**config.mk**
```make
export PLATFORM = sky130hd
export DESIGN_NAME = pia_port_ch
export DESIGN_NICKNAME = d
export VERILOG_FILES = /design/src/rtl/pia_port_ch.sv
export SDC_FILE = /design/constraint.sdc
export NUM_CORES = 1
export LEC_CHECK = 0
export BUFFER_PORTS_ARGS = -buffer_cell sky130_fd_sc_hd__buf_2
export CORE_ASPECT_RATIO = 0.6
export CORE_MARGIN = 5
export CORE_UTILIZATION = 53
export CTS_CLUSTER_SIZE = 24
export DETAILED_ROUTE_END_ITERATION = 10
export PLACE_DENSITY = 0.84
export SYNTH_ARGS = -nofsm -noshare
export SYNTH_HDL_FRONTEND = slang
export SYNTH_SLANG_ARGS = --single-unit
```
**constraint.sdc**
```tcl
create_clock -name clk -period 3.6 [get_ports clk]
set_input_delay 0 -clock clk [delete_from_list [all_inputs] [get_ports clk]]
set_output_delay 0 -clock clk [all_outputs]
set_load 0.05 [all_outputs]
```
**src/rtl/pia_port_ch.sv**
```systemverilog
module pia_port_ch #(
  parameter int W = 8
) (
  input  logic         clk,
  input  logic         rst_n,
  input  logic         rs,
  input  logic         rd,
  input  logic         wr,
  input  logic [W-1:0] wdata,
  output logic [W-1:0] rdata,
  input  logic [W-1:0] pin_in,
  output logic [W-1:0] pin_out,
  output logic [W-1:0] pin_oe,
  input  logic         c1_in,
  input  logic         c2_in,
  output logic         c2_out,
  output logic         c2_oe,
  output logic         irq
);

  logic [W-1:0] out_r, ddr_r;
  logic [5:0]   ctl;
  logic         f1, f2, c1_q, c2_q, c2_r, e_pend;

  wire sel_data  = ctl[2];
  wire rd_data   = rd && !rs && sel_data;
  wire c2_input  = !ctl[5];
  wire strobe    = ctl[5:4] == 2'b10;
  wire manual    = ctl[5:4] == 2'b11;
  wire c1_act    = (c1_in != c1_q) && (c1_in == ctl[1]);
  wire c2_act    = c2_input && (c2_in != c2_q) && (c2_in == ctl[4]);

  always_ff @(posedge clk or negedge rst_n) begin
    if (!rst_n) begin
      out_r <= '0;
      ddr_r <= '0;
      ctl   <= '0;
    end else if (wr) begin
      if (rs)            ctl   <= wdata[5:0];
      else if (sel_data) out_r <= wdata;
      else               ddr_r <= wdata;
    end
  end

  always_ff @(posedge clk or negedge rst_n) begin
    if (!rst_n) begin
      c1_q <= 1'b0;
      c2_q <= 1'b0;
      f1   <= 1'b0;
      f2   <= 1'b0;
    end else begin
      c1_q <= c1_in;
      c2_q <= c2_in;
      if (c1_act)       f1 <= 1'b1;
      else if (rd_data) f1 <= 1'b0;
      if (c2_act)       f2 <= 1'b1;
      else if (rd_data) f2 <= 1'b0;
    end
  end

  always_ff @(posedge clk or negedge rst_n) begin
    if (!rst_n) begin
      c2_r   <= 1'b1;
      e_pend <= 1'b0;
    end else begin
      e_pend <= rd_data && strobe && ctl[3];
      if (rd_data && strobe)                   c2_r <= 1'b0;
      else if (e_pend)                         c2_r <= 1'b1;
      else if (strobe && !ctl[3] && c1_act)    c2_r <= 1'b1;
    end
  end

  always_comb begin
    rdata = '0;
    if (rd) begin
      if (rs)            rdata = {f1, f2 & c2_input, ctl};
      else if (sel_data) rdata = (out_r & ddr_r) | (pin_in & ~ddr_r);
      else               rdata = ddr_r;
    end
  end

  assign pin_out = out_r;
  assign pin_oe  = ddr_r;
  assign c2_oe   = ctl[5];
  assign c2_out  = manual ? ctl[3] : c2_r;
  assign irq     = (f1 && ctl[0]) || (f2 && ctl[3] && c2_input);

  a_r4_no_spurious: assert property (@(posedge clk) disable iff (!rst_n)
    (!f1 && !c1_act) |=> !f1);

  a_r5_ctl_read_keeps: assert property (@(posedge clk) disable iff (!rst_n)
    (rd && rs && !c1_act && !c2_act) |=> ($stable(f1) && $stable(f2)));

  a_r6_read_clears: assert property (@(posedge clk) disable iff (!rst_n)
    (rd_data && !c1_act && !c2_act) |=> (!f1 && !f2));

  a_r7_c1_restore: assert property (@(posedge clk) disable iff (!rst_n)
    (ctl[5:3] == 3'b100 && c1_act && !rd_data && !wr) |=> c2_out);

  a_r8_pulse_low: assert property (@(posedge clk) disable iff (!rst_n)
    (rd_data && ctl[5:3] == 3'b101 && !wr) |=> !c2_out);

  a_r8_pulse_high: assert property (@(posedge clk) disable iff (!rst_n)
    (e_pend && !rd_data && !wr && ctl[5:4] == 2'b10) |=> c2_out);

endmodule

```
After elaboration in Yosys (flattened, before gate mapping)
Cells that the tools add are included.
{ "op_classes": {"eq_ne": 6, "reduce_logical": 22, "n_mux": 10, "n_shift": 0, "n_div": 0, "n_lt_le_gt_ge": 0, "n_mul": 0, "bitwise": 7, "add_sub_neg": 0} }
{ "ops": {"columns": ["operator", "n"], "rows": [
  ["$mux W8", 3],
  ["$and A8 B8 Y8", 2],
  ["$logic_and A1 B1 Y1", 12],
  ["$not A8 Y8", 1],
  ["$or A8 B8 Y8", 1],
  ["$mux W1", 7],
  ["$reduce_and A3 Y1", 2],
  ["$eq A2 B2 Y1 const B", 2],
  ["$reduce_bool A2 Y1", 2],
  ["$logic_not A1 Y1", 3],
  ["$reduce_bool A3 Y1", 1],
  ["$eq A1 B1 Y1", 2],
  ["$ne A1 B1 Y1", 2],
  ["$not A1 Y1", 2],
  ["$reduce_and A2 Y1", 1],
  ["$and A1 B1 Y1", 1],
  ["$logic_or A1 B1 Y1", 1]
]} }
{ "word_totals": {"latch_bits": 0, "memories": 0, "mem_bits_rw": 0, "out_inout_bits": 27, "romBits": 0, "ff_bits": 28, "inputBits": 23} }

Depth between registers and ports, before layout
{ "depth": {"word_depth": 6, "mapped_depth": 5} }

Worst setup path after synthesis
No wires, ideal clock.
{ "synth_timing": {"path_type": "reg-to-output", "startpoint": "register out_r[2], in the netlist pin_out[2]", "endpoint": "output rdata[2]", "n_path_buf": 0, "required_time_ps": 3600, "stages_incl_launch_ff": 4, "arrival_ps": 2028, "path_slack_ps": 1572, "path_cell_list": "dfrtp_1 and2_1 o21ai_0 a21boi_0"} }
{ "synth_between": {"elab_chain_cells": 5} }
{ "synth_lines": {"columns": ["element", "line", "text"], "rows": [
  ["start: declaration", "21", "logic [W-1:0] out_r, ddr_r;"],
  ["start signal: assignment", "40", "else if (sel_data) out_r <= wdata;"],
  ["$and A8 B8 Y8", "77", "else if (sel_data) rdata = (out_r & ddr_r) | (pin_in & ~ddr_r);"],
  ["$or A8 B8 Y8", "77", null],
  ["$mux W8", "77", null],
  ["$mux W8", "76", "if (rs) rdata = {f1, f2 & c2_input, ctl};"],
  ["$mux W8", "75", "if (rd) begin"],
  ["end: declaration", "10", "output logic [W-1:0] rdata,"]
]} }
No other way between the ends.

Worst setup path after layout
{ "layout_timing": {"startpoint": "register ctl[2]", "endpoint": "output rdata[5]"} }
{ "layout_between": {"elab_chain_cells": 3} }
{ "layout_lines": {"columns": ["element", "line", "text"], "rows": [
  ["start: declaration", "22", "logic [5:0] ctl;"],
  ["start signal: assignment", "39", "if (rs) ctl <= wdata[5:0];"],
  ["$mux W8", "77", null],
  ["$mux W8", "76", null],
  ["$mux W8", "75", null]
]} }
No other way between the ends.

==> flow_metrics.py <==
metrics = {
    "logic_synthesis": {
        "post-synth-top-area-cell": "dfrtp_1",
        "syn-num-nets": 143,
        "synth.area.top_cells": "dfrtp_1, mux2_2, mux2_4",
        "synth-seq-area-share_pct": 48.8,
        "yosysUniqueCellTypes": 27,
        "synth_enable_flop_cells": 0,
        "postSynth.asyncResetShare_pct": 100,
        "synth_top_area_share_pct": 47.0,
        "yosysWarningCount": 0,
        "netlist_instances": 120,
        "synth_area_sq_mm": 0.00144,
        "synth_ff_type": "dfrtp_1",
        "avgSynthCellArea_sq_um": 12.0,
        "synth-seq-cells": 28,
    },
    "power": {
        "finalPower_mw": 1.23,
        "clkPwrFrac_pct": 20.1,
        "internal_power_mw": 0.702,
        "vdd_drop_max_mv": 0.432,
        "switching_share_pct": 43.0,
        "pwr-share-seq_pct": 37.4,
        "power_density_mw_per_mm2": 664,
        "pwr-share-comb_pct": 42.5,
        "power_switching_mw": 0.530,
        "p_leak_nw": 0.915,
    },
    "layout": {
        "fin_area_sq_mm": 0.00186,
        "fillers": 176,
        "utilization_pct": 72.6,
        "nets": 203,
        "antennaDiodeCount": 0,
        "multi_input_area_sq_um": 653,
        "drive_gt1_share_pct": 45.3,
        "syn2layout_area_growth_pct": 29.0,
        "seq_area_sq_um": 702,
    },
    "sta": {
        "fin_ws_ns": 1.54,
        "fmax_mhz": 485,
        "min_period_ns": 2.06,
        "fin_crit_sh_pct": 57.3,
        "worst_pin_slew_ns": 0.699,
        "fin_skew_ns": 0.0146,
        "hold_violations": 0,
        "rsz0062_at_grt": "no",
        "max_slew_margin_pct": 53.4,
        "drv_slew": 0,
        "finalSetupViolCount": 0,
        "setup_tns_ns": 0,
    },
    "min_path": {
        "min_path_type": "in2reg",
    },
    "global_route": {
        "grt_max_degree": 29,
        "gr-total-overflow": 0,
        "grt_pass1_vias": 1121,
        "grt_usage_pct": 18.3,
        "antenna_found_initial": 0,
        "grt_pass1_wl_microns": 5740,
    },
    "placed_design": {
        "dpl_cell_area_sq_mm": 0.00167,
        "place.gp.congestion": 0.853,
        "post-place-ws_ns": 1.92,
        "portBuffers": 49,
        "place_hpwl_microns": 2430,
    },
    "routing": {
        "drt-initial-drc-count": 85,
        "wl_met2_microns": 1510,
        "vias_per_cell": 5.55,
        "drcViolationCount": 0,
        "met1Wirelength_microns": 1590,
        "ant_nets": 0,
        "wl_microns": 3400,
        "route.met3.wl_microns": 276,
        "routedWlPerCell_microns": 16.1,
        "dr.max_layer_used": "met4",
        "drt_pass1_iterations": 4,
        "num_vias": 1172,
    },
    "job": {
        "maxCapViolCount": 0,
    },
    "setup_path": {
        "worstSetupPathType": "reg2out",
        "critPathCaptureType": "output pin",
        "cp_data_arrival_time_ns": 2.06,
        "cp_max_fo": 20,
        "worstPathRequired_ns": 3.60,
        "reg2reg_setup_slack_ns": 2.02,
        "start_kind": "register",
    },
    "clocking": {
        "cts_buffer_depth": 2,
        "root_buffer": "clkbuf_8",
        "clk_pin_slew_ns": 0.10,
        "cts_tree": "built",
        "clk_latency_ns": 0.28,
        "cts_sinks": 28,
        "htreeDepth": 1,
        "cts_setup_buffers": 0,
        "cts_buffers": 3,
    },
    "floorplan": {
        "die_y_microns": 50.4,
        "fp.coreArea_sq_mm": 0.00256,
        "ioPinCount": 50,
        "start_util_pct": 56.3,
        "die_w_microns": 77.3,
        "num_rows": 14,
        "dieArea_sq_mm": 0.00389,
    },
    "outcome": {
        "status": "complete, no violations",
    },
}
## kinds of logic after synthesis
| family | Yosys count | share of synthesized area (%) |
|---|---|---|
| simple gates | 24 | 10.0 |
| mux | 23 | 20.1 |
| flops | 28 | 48.8 |
| buf+inv | 14 | 5.83 |
| compound gates | 31 | 15.3 |
## state kept, by name (all words and copies together), names as in the netlist
| signal | flops |
|---|---|
| ctl | 6 |
| f1 | 1 |
| e_pend | 1 |
| pin_out | 8 |
| c2_q | 1 |
| c1_q | 1 |
| f2 | 1 |
| c2_r | 1 |
| pin_oe | 8 |
## routing by layer
metal  vias to the layer above  track usage [%]
met5                         -                0
met4                         0             2.57
met3                         4             5.89
met2                        41             28.6
met1                       579             25.6
li1                        548                -
## layout by cell type, fill, tap and decap left out, drive strengths merged, types with 2 or more instances in the layout
cell type	n
nor2b	3
a21oi	9
buf	49
clkbuf	3
mux2	23
a311o	6
nor2	2
nand3b	2
dfrtp	27
a21boi	7
nand2	11
inv	9
nor3b	2
and2	3
o21ai	4
dlygate4sd3	11
## final cells by class
cell class              instances  share of cell area, %
multi-input cells              78                   35.2
flip-flops and latches         28                   37.8
clock buffers                   3                   2.23
repair buffers                 60                   19.2
well taps                      32                   2.16
inverters                       9                   1.82
clock inverters                 1                   1.62
## worst max-delay path, stage by stage (launching register included)
cell and delay, ns:
dfrtp_1 0.81, a21oi_1 0.16, a311o_1 0.35, a21boi_1 0.18, buf_2 0.29
## synthesized netlist by cell type (2+ instances only)
cell type,count
mux2_2,15
inv_1,9
nor3b_1,2
a21oi_1,9
a21boi_1,6
nor2b_1,3
a311o_1,6
mux2_4,8
o21ai_0,4
and2_1,2
nand2_1,11
dfrtp_1,27
buf_6,4
## worst paths after layout
kind / start / endpoint / cells past startpoint
max: ctl[2] / rdata[5] / 4
min in group asynchronous: rst_n / pin_oe[6] / 2
min: rd / f1 / 4
min reg2reg: f2 / f2 / 2
max reg2reg: ctl[2] / pin_oe[3] / 3
max in group asynchronous: rst_n / f2 / 2
## power by group through the flow
stage | logic, mW | clock network [mW] | registers, mW
final | 0.524 | 0.248 | 0.461
after global routing | 0.556 | 0.262 | 0.473
after CTS | 0.528 | 0.250 | 0.459
after detailed placement | 0.518 | 0 | 0.465
after global placement | 0.509 | 0 | 0.456
after floorplan | 0.231 | 0 | 0.628
## through the flow
stage | cells | hold WS, ns
6_report | 211 | 0.182
4_1_cts | 211 | 0.184
3_5_place_dp | 196 | 0.0474
3_3_place_gp | 196 | 0.0436
2_1_floorplan | 120 | -0.296
5_1_grt | 211 | 0.206
## repair_timing
action | CTS | global route
hold buffers | 11 | 0
resized for setup | 0 | 0
hold endpoints to repair | 48 | 0
No activity file was read; power rests on OpenSTA's default activity.
